[config.mk]
export PLATFORM = sky130hd
export DESIGN_NAME = dtmf_synth
export DESIGN_NICKNAME = d
export VERILOG_FILES = /design/src/rtl/dtmf_pkg.sv /design/src/rtl/dtmf_code_map.sv /design/src/rtl/dtmf_tone_chan.sv /design/src/rtl/dtmf_synth.sv
export SDC_FILE = /design/constraint.sdc
export NUM_CORES = 1
export LEC_CHECK = 0
export ABC_AREA = 1
export BUFFER_PORTS_ARGS = -buffer_cell sky130_fd_sc_hd__clkbuf_2
export CAP_MARGIN = 20
export CELL_PAD_IN_SITES_DETAIL_PLACEMENT = 2
export CELL_PAD_IN_SITES_GLOBAL_PLACEMENT = 2
export CORE_ASPECT_RATIO = 1.2
export CORE_MARGIN = 2
export CORE_UTILIZATION = 39
export DETAILED_ROUTE_END_ITERATION = 7
export GPL_TIMING_DRIVEN = 0
export PLACE_DENSITY_LB_ADDON = 0.1
export SLEW_MARGIN = 20
export SYNTH_ARGS = -nofsm -noshare
export SYNTH_HDL_FRONTEND = slang
export SYNTH_HIERARCHICAL = 1
export SYNTH_SLANG_ARGS = --single-unit
export TNS_END_PERCENT = 1
[constraint.sdc]
create_clock -name clk -period 15.3 [get_ports clk]
set_clock_uncertainty 0.2 [all_clocks]
set_input_delay 3.06 -clock clk [delete_from_list [all_inputs] [get_ports clk]]
set_output_delay 3.06 -clock clk [all_outputs]
set_load 0.1 [all_outputs]
[src/rtl/dtmf_pkg.sv]
package dtmf_pkg;

  localparam int ROW_HZ [4] = '{697, 770, 852, 941};
  localparam int COL_HZ [4] = '{1209, 1336, 1477, 1633};

  typedef struct packed {
    logic       row_en;
    logic [1:0] row_sel;
    logic       col_en;
    logic [1:0] col_sel;
  } tone_sel_t;

  // Phase step per clock, rounded: hz * 2^pw / clk_hz
  function automatic longint phase_inc(input int hz, input int clk_hz, input int pw);
    return ((longint'(hz) << pw) + longint'(clk_hz / 2)) / longint'(clk_hz);
  endfunction

  // Quarter-wave sine magnitude for entry idx of n, sampled at bin centres
  function automatic int qsine(input int idx, input int n, input int peak);
    real x, x2, s;
    x  = (real'(idx) + 0.5) * 3.14159265358979 / (2.0 * real'(n));
    x2 = x * x;
    s  = x * (1.0 - x2 / 6.0 * (1.0 - x2 / 20.0 * (1.0 - x2 / 42.0 * (1.0 - x2 / 72.0))));
    return $rtoi(s * real'(peak) + 0.5);
  endfunction

endpackage

[src/rtl/dtmf_code_map.sv]
module dtmf_code_map (
  input  logic [4:0]          code,
  output dtmf_pkg::tone_sel_t sel
);
  always_comb begin
    sel = '0;
    case (code)
      5'd1:  sel = '{1'b1, 2'd0, 1'b1, 2'd0};
      5'd2:  sel = '{1'b1, 2'd0, 1'b1, 2'd1};
      5'd3:  sel = '{1'b1, 2'd0, 1'b1, 2'd2};
      5'd4:  sel = '{1'b1, 2'd1, 1'b1, 2'd0};
      5'd5:  sel = '{1'b1, 2'd1, 1'b1, 2'd1};
      5'd6:  sel = '{1'b1, 2'd1, 1'b1, 2'd2};
      5'd7:  sel = '{1'b1, 2'd2, 1'b1, 2'd0};
      5'd8:  sel = '{1'b1, 2'd2, 1'b1, 2'd1};
      5'd9:  sel = '{1'b1, 2'd2, 1'b1, 2'd2};
      5'd10: sel = '{1'b1, 2'd3, 1'b1, 2'd1};
      5'd11: sel = '{1'b1, 2'd3, 1'b1, 2'd0};
      5'd12: sel = '{1'b1, 2'd3, 1'b1, 2'd2};
      5'd13: sel = '{1'b1, 2'd0, 1'b1, 2'd3};
      5'd14: sel = '{1'b1, 2'd1, 1'b1, 2'd3};
      5'd15: sel = '{1'b1, 2'd2, 1'b1, 2'd3};
      5'd0:  sel = '{1'b1, 2'd3, 1'b1, 2'd3};
      5'd16, 5'd17, 5'd18, 5'd19: sel = '{1'b1, code[1:0], 1'b0, 2'd0};
      5'd20, 5'd21, 5'd22, 5'd23: sel = '{1'b0, 2'd0, 1'b1, code[1:0]};
      default: sel = '0;
    endcase
  end
endmodule

[src/rtl/dtmf_tone_chan.sv]
module dtmf_tone_chan #(
  parameter int CLK_HZ   = 3579545,
  parameter int PHASE_W  = 24,
  parameter int QBITS    = 6,
  parameter int MAG_W    = 11,
  parameter int PEAK     = 1600,
  parameter int GAIN_NUM = 128,
  parameter int GAIN_SH  = 7,
  parameter bit IS_COL   = 1'b0
) (
  input  logic                    clk,
  input  logic                    rst_n,
  input  logic                    enable,
  input  logic                    clear,
  input  logic [1:0]              sel,
  output logic signed [MAG_W:0]   samp
);
  localparam int QN     = 1 << QBITS;
  localparam int PROD_W = MAG_W + $clog2(GAIN_NUM + 1);
  localparam int LIM    = (PEAK * GAIN_NUM) >> GAIN_SH;

  logic [PHASE_W-1:0] inc_tab [4];
  logic [MAG_W-1:0]   qtab [QN];

  for (genvar g = 0; g < 4; g++) begin : g_inc
    assign inc_tab[g] = PHASE_W'(dtmf_pkg::phase_inc(
                          IS_COL ? dtmf_pkg::COL_HZ[g] : dtmf_pkg::ROW_HZ[g],
                          CLK_HZ, PHASE_W));
  end

  for (genvar g = 0; g < QN; g++) begin : g_sine
    assign qtab[g] = MAG_W'(dtmf_pkg::qsine(g, QN, PEAK));
  end

  logic [PHASE_W-1:0] acc;

  always_ff @(posedge clk) begin
    if (!rst_n)                acc <= '0;
    else if (clear || !enable) acc <= '0;
    else                       acc <= acc + inc_tab[sel];
  end

  logic [QBITS-1:0]     idx_raw, idx;
  logic [MAG_W-1:0]     mag, scaled;
  logic [PROD_W-1:0]    prod;
  logic signed [MAG_W:0] val;

  always_comb begin
    idx_raw = acc[PHASE_W-3 -: QBITS];
    idx     = acc[PHASE_W-2] ? ~idx_raw : idx_raw;
    mag     = qtab[idx];
    prod    = PROD_W'(mag) * PROD_W'(GAIN_NUM);
    scaled  = MAG_W'(prod >> GAIN_SH);
    val     = acc[PHASE_W-1] ? -$signed({1'b0, scaled}) : $signed({1'b0, scaled});
  end

  always_ff @(posedge clk) begin
    if (!rst_n) samp <= '0;
    else        samp <= enable ? val : '0;
  end


  off_zero_chk: assert property (@(posedge clk) disable iff (!rst_n)
    !enable |=> (samp == '0));


  peak_bound_chk: assert property (@(posedge clk) disable iff (!rst_n)
    (samp <= LIM) && (samp >= -LIM));

endmodule

[src/rtl/dtmf_synth.sv]
module dtmf_synth #(
  parameter int CLK_HZ   = 3579545,
  parameter int PHASE_W  = 24,
  parameter int QBITS    = 6,
  parameter int MAG_W    = 11,
  parameter int ROW_PEAK = 1600,
  parameter int COL_GAIN = 161,
  parameter int GAIN_SH  = 7,
  parameter int OUT_W    = 13
) (
  input  logic             clk,
  input  logic             rst_n,
  input  logic             code_we,
  input  logic [4:0]       code_in,
  output logic             out_valid,
  input  logic             out_ready,
  output logic [OUT_W-1:0] out_data
);
  localparam int MID    = 1 << (OUT_W - 1);
  localparam int SAMP_W = MAG_W + 1;
  localparam logic [4:0] CODE_OFF = 5'd31;

  logic [4:0]          code_r;
  dtmf_pkg::tone_sel_t sel;

  always_ff @(posedge clk) begin
    if (!rst_n)       code_r <= CODE_OFF;
    else if (code_we) code_r <= code_in;
  end

  dtmf_code_map i_map (.code(code_r), .sel(sel));

  logic signed [SAMP_W-1:0] samp [2];

  for (genvar ch = 0; ch < 2; ch++) begin : g_chan
    dtmf_tone_chan #(
      .CLK_HZ  (CLK_HZ),
      .PHASE_W (PHASE_W),
      .QBITS   (QBITS),
      .MAG_W   (MAG_W),
      .PEAK    (ROW_PEAK),
      .GAIN_NUM(ch == 1 ? COL_GAIN : (1 << GAIN_SH)),
      .GAIN_SH (GAIN_SH),
      .IS_COL  (ch == 1)
    ) i_chan (
      .clk   (clk),
      .rst_n (rst_n),
      .enable(ch == 1 ? sel.col_en : sel.row_en),
      .clear (code_we),
      .sel   (ch == 1 ? sel.col_sel : sel.row_sel),
      .samp  (samp[ch])
    );
  end

  logic signed [OUT_W:0] mix;
  always_comb begin
    mix = $signed((OUT_W+1)'(MID)) + (OUT_W+1)'(samp[0]) + (OUT_W+1)'(samp[1]);
  end

  always_ff @(posedge clk) begin
    if (!rst_n) begin
      out_valid <= 1'b0;
      out_data  <= OUT_W'(MID);
    end else if (!out_valid || out_ready) begin
      out_valid <= 1'b1;
      out_data  <= mix[OUT_W-1:0];
    end
  end


  stall_hold_chk: assert property (@(posedge clk) disable iff (!rst_n)
    (out_valid && !out_ready) |=> $stable(out_data));


  valid_sticky_chk: assert property (@(posedge clk) disable iff (!rst_n)
    out_valid |=> out_valid);


  dual_map_chk: assert property (@(posedge clk) disable iff (!rst_n)
    (code_r < 5'd16) |-> (sel.row_en && sel.col_en));


  single_map_chk: assert property (@(posedge clk) disable iff (!rst_n)
    (code_r[4:3] == 2'b10) |-> $onehot({sel.row_en, sel.col_en}));


  silent_map_chk: assert property (@(posedge clk) disable iff (!rst_n)
    (code_r[4:3] == 2'b11) |-> !(sel.row_en || sel.col_en));

endmodule

==> metrics.txt, run 1 <==
Layout area overhead=8.71%; Achievable Freq=159 MHz; Design Power=0.000585 W; worst reg-to-reg path cell count=30; Final Hold Fails=0; worst setup path start=g_chan[1].i_chan/acc[22]; post-synthesis instance total=1,450; dpl hpwl=25,200 microns; Yosys cell types=53; reg2reg start=g_chan[1].i_chan/acc[22]; Tmin final=6.27 ns; Critical R2R Capture=g_chan[1].i_chan/samp[10]; Adder-Cell Fraction of Synth Area=17.6%; vias in the first global route=11,021; clk sinks=91; crit path to=g_chan[1].i_chan/samp[10]; GP Congestion=0.865; asr flop ratio synth=0%; Levels on crit path=30; root buf cell=clkbuf_16; buffer and inverter count on the worst path=7; complex-gate fraction of the synthesized area=15.0%; H-Tree Depth=3; antenna viol nets, final=0; Rel. slew slack=51.5%; CTS tree=yes; synth warn=6; # Max-Cap Violations=0; layout cells sized above 1=8.80%; worst-case vdd ir drop=0.0553 mV; power density cells=58.3 nW/um^2; Startpoint Class=flop; GRT overflow=0; reg2reg setup slack=9.03 ns; largest family of logic cells by synthesized area=simple AND/OR/NAND/NOR gates; Mapped Nets=1,586; Worst-Skew Late Latency=0.36 ns; Syn Area/Cell=6.37 sq um; post-synth top area share=19.7%; total negative slack=0 ns; Mapped Area=9230 sq um; hold buffers post-CTS=0; fin nets=1,619; CP endpoint kind=flop; Via Count=9,943; worst slew pin tran=0.726 ns; CP delay by family, top=adder cells; most common cell after layout, fill and taps aside=nand2_1; Post-Synth Simple-Gate Area=35.0%; FP Rows=61; Antenna Cells=0; Post-CTS Setup Inserts=0; post-synthesis xor/xnor area fraction=1.40%; CP Class=reg2reg; worst setup margin=9.03 ns; Final Core Density=43.3%; maximum buffer depth of the clock tree=2; starting density of the core=39.8%; crit-path max FO=9; Post-synth EDFFs=0; Pleak=5.17 nW; drt pass-1 iters=5; sequential area share after synthesis=19.7%; unrepaired setup endpoints after global routing=no; antenna violations before repair=0; first-pass GRT wire length=56,100 microns; die area=24,900 sq um; Die H=173 microns; wire per inst=18.7 microns; crit path DAT=6.32 ns; final cycle utilization of the critical path=41.0%; Synth Flop Type=dfxtp_1; pre-CTS worst setup slack=9.39 ns; pin count of the biggest net entering global routing=17; Final Non-Filler Cells=1,803; Tot GR Track Use=27.8%; Buffers on Ports=22; total wire length=33,800 microns; final setup fails=0; Yosys top cell by area=dfxtp_1; Worst Path Required=15.35 ns; slowest cell on the critical path=fa_1; status=complete, no violations; post-cts resize count=0; commonest cells after routing, fill and taps aside=nand2_1 (376), inv_1 (185), nand3_1 (147); CP max stage delay=0.51 ns; multiplexer area fraction after synthesis=0%; IO Pins=23; Hold WC Path Type=reg2reg; TritonCTS Buffers=9; core area=23,200 sq um; drt via density=5.51; Max Slew Vio Count=0; FF+latch count, synth=91; placed cells=1,787; residual DRC count=0; CTS clk-pin slew, worst paths=0.07 ns; top post-synthesis cells by area=dfxtp_1 (20%), ha_1 (17%), nand2_1 (15%); Die X=144 microns; Initial DRC Count=373
sequential cells by signal, indices dropped and copies added, names as in the netlist:
register            flops
code_r                  5
g_chan.i_chan/acc      48
g_chan.i_chan/samp     24
out_data               13
out_valid               1
how the worst min path moves through the flow:
stage               slack [ns]                     start                       end  depth (start not counted)
finish                    0.27                 code_r[4]                 code_r[4]                          2
global route              0.32  g_chan[1].i_chan/acc[14]  g_chan[1].i_chan/acc[14]                          1
CTS                       0.28                 code_r[4]                 code_r[4]                          2
detailed placement        0.26                 code_r[4]                 code_r[4]                          2
global placement          0.25                 code_r[4]                 code_r[4]                          2
floorplan                 0.23                 code_r[4]                 code_r[4]                          2
power breakdown:
| group | internal [W] | switching [W] |
|---|---|---|
| logic | 0.0000276 | 0.0000718 |
| registers | 0.000243 | 0.00000418 |
| clock network | 0.000128 | 0.000111 |
| total | 0.000399 | 0.000187 |
final cells by class:
| class | count | area (sq um) |
|---|---|---|
| Inverter | 197 | 747 |
| Timing Repair Buffer | 22 | 110 |
| Sequential cell | 91 | 1820 |
| Multi-Input combinational cell | 1121 | 6380 |
| Clock buffer | 9 | 225 |
| Clock inverter | 7 | 75.1 |
| Tap cell | 315 | 394 |
| Buffer | 41 | 289 |
| Fill cell | 2975 | 13200 |
cell usage after synthesis (3+ instances only):
library cell	instances
fa_1	5
nand4_1	12
nor2_4	3
nand3_2	3
nand3b_1	6
nand2_4	9
nand2_2	22
o21ai_0	89
and3_1	3
inv_2	7
a21o_1	6
o211ai_1	14
inv_4	3
buf_2	13
o22ai_1	5
buf_6	9
or2_2	4
o21bai_1	7
ha_1	122
nor3_1	15
nand2_1	376
inv_1	185
dfxtp_1	91
o21ai_1	5
xor2_1	5
xnor2_1	6
nand3_1	147
o21a_1	10
buf_4	6
a31oi_1	5
a21oi_2	3
clkbuf_1	9
nor2_1	124
a21oi_1	97
routing by layer:
layer  wire [microns]  vias to the layer above  track usage [%]  share of wire, %
met3              738                       47             2.80               2.2
li1                 -                     4810                -                 -
met1            14300                     4962             32.6                42
met2            17900                      124             52.2                53
met5                0                        -                0                 0
met4              791                        0             8.37               2.3
cell families (layout without fill, tap and decap cells):
kind of cell    count (synthesis)  after routing
xor+xnor                       13             13
compound gates                249            249
simple gates                  732            732
flops                          91             91
fa+ha+maj                     127            127
buf+inv                       238            276
through the flow:
stage / hold slack, ns / area [sq um]
after floorplan: 0.230 / 9230
after global placement: 0.248 / 9740
after detailed placement: 0.261 / 9740
after CTS: 0.281 / 10000
after global routing: 0.319 / 10000
final: 0.273 / 10000
worst register-to-register path, delay by kind of cell, from the launching register on:
kind / cells / cell delay (ns)
adders and majority gates: 6 / 2.14
buffers and inverters: 7 / 0.90
and+or+nand+nor: 13 / 1.79
DFF: 1 / 0.33
AOI/OAI and AO/OA: 3 / 0.36
xor gates and xnor gates: 1 / 0.44
(Power assumes the default switching activity.)
==> run 2, diff against run 1 <==
CORE_UTILIZATION = 36   (was 39)
clock period = 6.1 ns   (was 15.3 ns; I/O delays follow)
==> run 2 against run 1 <==
  * Flip-flop and latch count unchanged
  * Critical path depth decreased by 3
  * First-iteration DRC count decreased by 25%
  * Die area increased by 8.1%
  * Sequential share of layout area decreased by 0.21 points
  * Maximum frequency increased by 11%
  * Global-route usage decreased by 4.2 points
==> metrics.txt, run 2 (same netlist as run 1, synthesis figures left out) <==
status=complete, no violations; wire per inst=16.8 microns; dpl hpwl=24,400 microns; Via Count=9,651; most common cell after layout, fill and taps aside=nand2_1; Hold Worst Slack=0.278 ns; CP Class=reg2reg; antenna viol nets, final=0; Die X=150 microns; Tmin final=5.64 ns; Worst Path Required=6.15 ns; starting density of the core=36.4%; share of power burned in registers=41.1%; drt pass-1 iters=4; Max Slew Vio Count=0; root buf cell=clkbuf_16; Largest regs=g_chan.i_chan/acc (48), g_chan.i_chan/samp (24), out_data (13); unrepaired setup endpoints after global routing=no; H-Tree Depth=3; maximum buffer depth of the clock tree=2; reg2reg start=g_chan[1].i_chan/acc[17]; register area=1820 sq um; Tot GR Track Use=23.5%; GP Congestion=0.889; launch point of the worst hold path=code_r[4]; Die H=179 microns; Largest register FFs=48; FILL cells=3,185; fin nets=1,623; P_int=0.00106 W; Hold WC Path Type=reg2reg; vias in the first global route=10,690; GRT overflow=0; Gate power share=15.8%; clock power share=43.0%; die area=27,000 sq um; Antenna Cells=0; Buffers on Ports=22; Critical R2R Capture=g_chan[1].i_chan/samp[11]; Min-Delay Endpoint=code_r[4]; Final Hold Fails=0; clk sinks=91; residual DRC count=0; IO Pins=23; total wire length=30,500 microns; hold depth=2; first-pass GRT wire length=52,100 microns; CP endpoint kind=flop; reg2reg setup slack=0.46 ns; pin count of the biggest net entering global routing=16; antenna violations before repair=0; crit path DAT=5.69 ns; core area=25,400 sq um; layout cells sized above 1=9.18%; worst slew pin tran=0.689 ns; pre-CTS worst setup slack=0.217 ns; Rel. slew slack=53.6%; CTS clk-pin slew, worst paths=0.07 ns; final setup fails=0; drt via density=5.30; worst-case vdd ir drop=0.120 mV; CTS tree=yes; Net Switching=0.000445 W; power density cells=148 nW/um^2; FP Rows=64; Achievable Freq=177 MHz; commonest cells after routing, fill and taps aside=nand2_1 (376), inv_1 (184), nand3_1 (147); total negative slack=0 ns; # Max-Cap Violations=0; worst setup margin=0.459 ns; Worst-Skew Late Latency=0.36 ns; worst reg-to-reg path cell count=27; Multi-input gate area=6410 sq um; Net Sw Frac=29.6%; Initial DRC Count=280; crit-path max FO=8; Layout area overhead=10.0%; final cycle utilization of the critical path=92.5%; Most flops, register=g_chan.i_chan/acc; Pleak=5.19 nW; TritonCTS Buffers=9; Startpoint Class=flop
run 2: how the worst max path moves through the flow:
stage	end	start	slack [ns]
after detailed placement	g_chan[1].i_chan/samp[11]	g_chan[1].i_chan/acc[22]	0.22
after floorplan	g_chan[1].i_chan/samp[10]	g_chan[1].i_chan/acc[22]	1.21
after CTS	g_chan[1].i_chan/samp[11]	g_chan[1].i_chan/acc[22]	0.17
after global placement	g_chan[1].i_chan/samp[10]	g_chan[1].i_chan/acc[22]	0.31
after global routing	g_chan[1].i_chan/samp[11]	g_chan[1].i_chan/acc[17]	0.02
final	g_chan[1].i_chan/samp[11]	g_chan[1].i_chan/acc[17]	0.46
run 2: worst max-delay path: stages (launching register included):
cell	delay [ns]
dfxtp_1	0.55
xor2_4	0.31
ha_1	0.23
inv_1	0.05
nor2_1	0.32
inv_1	0.11
nand2_1	0.15
o21ai_0	0.09
o21ai_0	0.15
a21oi_1	0.06
nor2_1	0.20
ha_1	0.27
ha_1	0.28
inv_1	0.05
fa_1	0.50
inv_1	0.05
ha_1	0.28
ha_1	0.29
buf_4	0.17
xnor2_1	0.20
nor2_1	0.24
nand3_1	0.16
nor2_1	0.18
nand2_1	0.10
nor2_1	0.13
nand3b_1	0.09
nand3_1	0.07
inv_1	0.04
run 2: final cells by class:
| cell class | count | share of cell area, % |
|---|---|---|
| Multi-Input combinational cell | 1121 | 63.1 |
| Sequential cell | 91 | 17.9 |
| Inverter | 197 | 7.39 |
| Tap cell | 330 | 4.07 |
| Buffer | 41 | 2.85 |
| Clock buffer | 11 | 2.49 |
| Timing Repair Buffer | 26 | 1.38 |
| Clock inverter | 5 | 0.825 |
run 2: what timing repair did:
item | 4_1_cts | 5_1_grt
hold buffers | 0 | 0
resized for setup | 0 | 4
endpoints found under the setup margin | 0 | 6
setup buffers | 0 | 4
run 2: through the flow:
| stage | utilization [%] | power [W] | cell area, sq um | std cells |
|---|---|---|---|---|
| after detailed placement | 38.4 | 0.000874 | 9760 | 1802 |
| after global routing | 40.0 | 0.00159 | 10200 | 1822 |
| after floorplan | - | 0.000809 | 9230 | 1450 |
| final | 40.0 | 0.00151 | 10200 | 1822 |
| after global placement | 38.4 | 0.000862 | 9760 | 1802 |
| after CTS | 39.8 | 0.00153 | 10100 | 1818 |
run 2: per-layer routing:
layer | part of all wire [%] | global-route usage [%] | routed length, microns
met5 | 0 | 0 | 0
met4 | 1.3 | 5.28 | 389
met3 | 1.5 | 2.01 | 445
met2 | 53 | 45.3 | 16300
met1 | 44 | 27.8 | 13400
run 2: power groups by stage:
stage	Sequential, W	Combinational (W)	Clock [W]
3_5_place_dp	0.000634	0.000240	0
4_1_cts	0.000620	0.000243	0.000672
6_report	0.000620	0.000239	0.000648
5_1_grt	0.000622	0.000273	0.000691
3_3_place_gp	0.000633	0.000229	0
2_1_floorplan	0.000664	0.000145	0
==> run 3, diff against run 2 <==
ABC_AREA = default   (was 1)
CORE_UTILIZATION = 39   (was 36)
==> run 3 against run 2 <==
  * Utilization up 4.3 points
  * Global-route usage up 3.5 points
  * Worst setup slack worse by 0.26 ns
  * Cell area up 7.8%
  * Final cell count down 11%
  * Flip-flop and latch count unchanged
  * Non-clock buffer count up 48
  * Synthesized area up 5.9%
  * Count of clock-buffer cells in the layout down 1
  * First-iteration DRC count up 63%
  * Via count up 2.2%
  * Sequential share of layout area down 1.2 points
  * Largest cell class unchanged
==> metrics.txt, run 3 <==
most frequent cell after synthesis=ha_1; Layout area overhead=11.9%; FILL cells=2,816; final cycle utilization of the critical path=96.8%; Design Power=0.00137 W; layout cells sized above 1=14.4%; Tmin final=5.90 ns; status=complete, no violations; # Max-Cap Violations=0; pin count of the biggest net entering global routing=17; total negative slack=0 ns; Largest regs=g_chan.i_chan/acc (48), g_chan.i_chan/samp (24), out_data (13); Final Non-Filler Cells=1,614; Final Hold Fails=0; Largest register FFs=48; buffer and inverter count on the worst path=6; antenna viol nets, final=0; Achievable Freq=169 MHz; Net Sw Frac=28.0%; top post-synthesis cells by area=dfxtp_1 (19%), ha_1 (16%), a21oi_1 (4.4%); FP Rows=63; post-synth top area share=18.6%; Max Slew Vio Count=0; Tot GR Track Use=27.1%; maximum buffer depth of the clock tree=2; wire per inst=22.0 microns; crit-path max FO=10; CP delay by family, top=adder cells; pre-CTS worst setup slack=-1.07 ns; GP Congestion=0.941; Initial DRC Count=455; Pleak=4.62 nW; P_int=0.000986 W; residual DRC count=0; CP endpoint kind=flop; clock power share=43.7%; Die H=177 microns; Hold WC Path Type=reg2reg; Buffers on Ports=22; worst-case vdd ir drop=0.111 mV; Net Switching=0.000384 W; root buf cell=clkbuf_16; Yosys top cell by area=dfxtp_1; fin nets=1,420; Mapped Nets=1,378; IO Pins=23; Gate power share=11.8%; core area=24,700 sq um; drt via density=6.11; GRT overflow=0; most common cell after layout, fill and taps aside=ha_1; antenna violations before repair=1; dpl hpwl=26,500 microns; total wire length=35,600 microns; share of power burned in registers=44.5%; Via Count=9,863; die area=26,400 sq um; Antenna Cells=0; H-Tree Depth=3; final setup fails=0; Most flops, register=g_chan.i_chan/acc; slowest cell on the critical path=fa_1; sequential area share after synthesis=18.6%; CP Class=reg2reg; Post-synth EDFFs=0; Worst Path Required=6.15 ns; placed cells=1,589; Worst-Skew Late Latency=0.36 ns; FF+latch count, synth=91; CP max stage delay=0.51 ns; crit path DAT=5.95 ns; Yosys cell types=109; Synth Flop Type=dfxtp_1; Rel. slew slack=30.8%; Syn Area/Cell=7.87 sq um; Final Core Density=44.4%; CTS tree=yes; Mapped Area=9780 sq um; Commonest cells post-synth=ha_1 (122), nand2_1 (99), dfxtp_1 (91); first-pass GRT wire length=56,900 microns; commonest cells after routing, fill and taps aside=ha_1 (115), nand2_1 (97), dfxtp_1 (88); drt pass-1 iters=5; Startpoint Class=flop; starting density of the core=39.6%; synth warn=6; worst setup margin=0.198 ns; Top cell by count, worst path=ha_4; hold buffers post-CTS=0; post-synthesis instance total=1,242; asr flop ratio synth=0%; worst slew pin tran=1.01 ns; Die X=149 microns; CTS clk-pin slew, worst paths=0.07 ns; clk sinks=91; power density cells=125 nW/um^2; vias in the first global route=10,464; TritonCTS Buffers=9
## run 3: cell count changes after synthesis, sizes merged, moves of 15 or more
cell    previous run  this run
and3               3        19
nand2b             0        21
clkbuf            10        44
xor2               5        32
xnor2              8        33
a31oi              5        20
nand3            151        43
nor2b              0        24
inv              195        54
mux2i              0        21
nor2             129        82
nand2            408        99
and2               1        16
or3                0        17
## run 3: final timing paths
check,startpoint,to,slack (ns),cells past startpoint
worst max-delay path,g_chan[1].i_chan/acc[22],g_chan[1].i_chan/samp[10],0.20,25
worst min register to register,out_data[0],out_data[0],0.27,2
worst min-delay path,out_data[0],out_data[0],0.27,2
worst max register to register,g_chan[1].i_chan/acc[22],g_chan[1].i_chan/samp[10],0.20,25
## run 3: timing repair
item,CTS,global route
gates resized for setup,28,54
buffers inserted,7,3
pin swaps,2,6
setup endpoints to repair,8,7
## run 3: per-stage QoR
stage	instance area, sq um	hold WS (ns)
2_1_floorplan	9790	0.238
3_3_place_gp	10300	0.251
3_5_place_dp	10300	0.271
4_1_cts	10800	0.281
5_1_grt	10900	0.308
6_report	10900	0.272
## run 3: cell type report
class | count | area [sq um] | share of cell area, %
timing repair buffer | 32 | 185 | 1.69
clock inverter | 6 | 72.6 | 0.663
buffer | 83 | 543 | 4.96
inverter | 56 | 218 | 1.99
tap | 325 | 407 | 3.72
clock buffer | 10 | 229 | 2.09
multi-input combinational | 1011 | 7460 | 68.2
sequential | 91 | 1830 | 16.7
## run 3: logic make-up after synthesis
logic type      count (synthesis)  synth area share (%)
compound gates                384                  27.0
simple gates                  411                  22.0
buf+inv                       140                  7.24
flops                          91                  18.6
mux                            24                  2.61
xor+xnor                       65                  5.90
fa+ha+maj                     127                  16.6
## run 3: per-layer routing
metal | vias up | wire length [microns] | GRT usage (%)
met3 | 70 | 1340 | 3.26
met1 | 4925 | 15200 | 33.2
met4 | 2 | 970 | 9.01
met2 | 222 | 18100 | 48.9
met5 | - | 11 | 0
li1 | 4644 | - | -
## run 3: power by group through the flow
stage	Combinational (W)	Sequential [W]	Clock, W
final	0.000162	0.000609	0.000598
after global routing	0.000182	0.000611	0.000648
after CTS	0.000165	0.000610	0.000622
after detailed placement	0.000164	0.000624	0
after global placement	0.000154	0.000623	0
after floorplan	0.000107	0.000634	0
## run 3: worst reg2reg max path: cells and delay by family, from the launching register on
family,cells,cell delay (ns)
muxes,1,0.12
AOI/OAI and AO/OA,6,1.14
buffers and inverters,6,0.74
xor gates and xnor gates,1,0.20
DFF,1,0.38
adders and majority gates,6,1.90
and+or+nand+nor,5,1.12
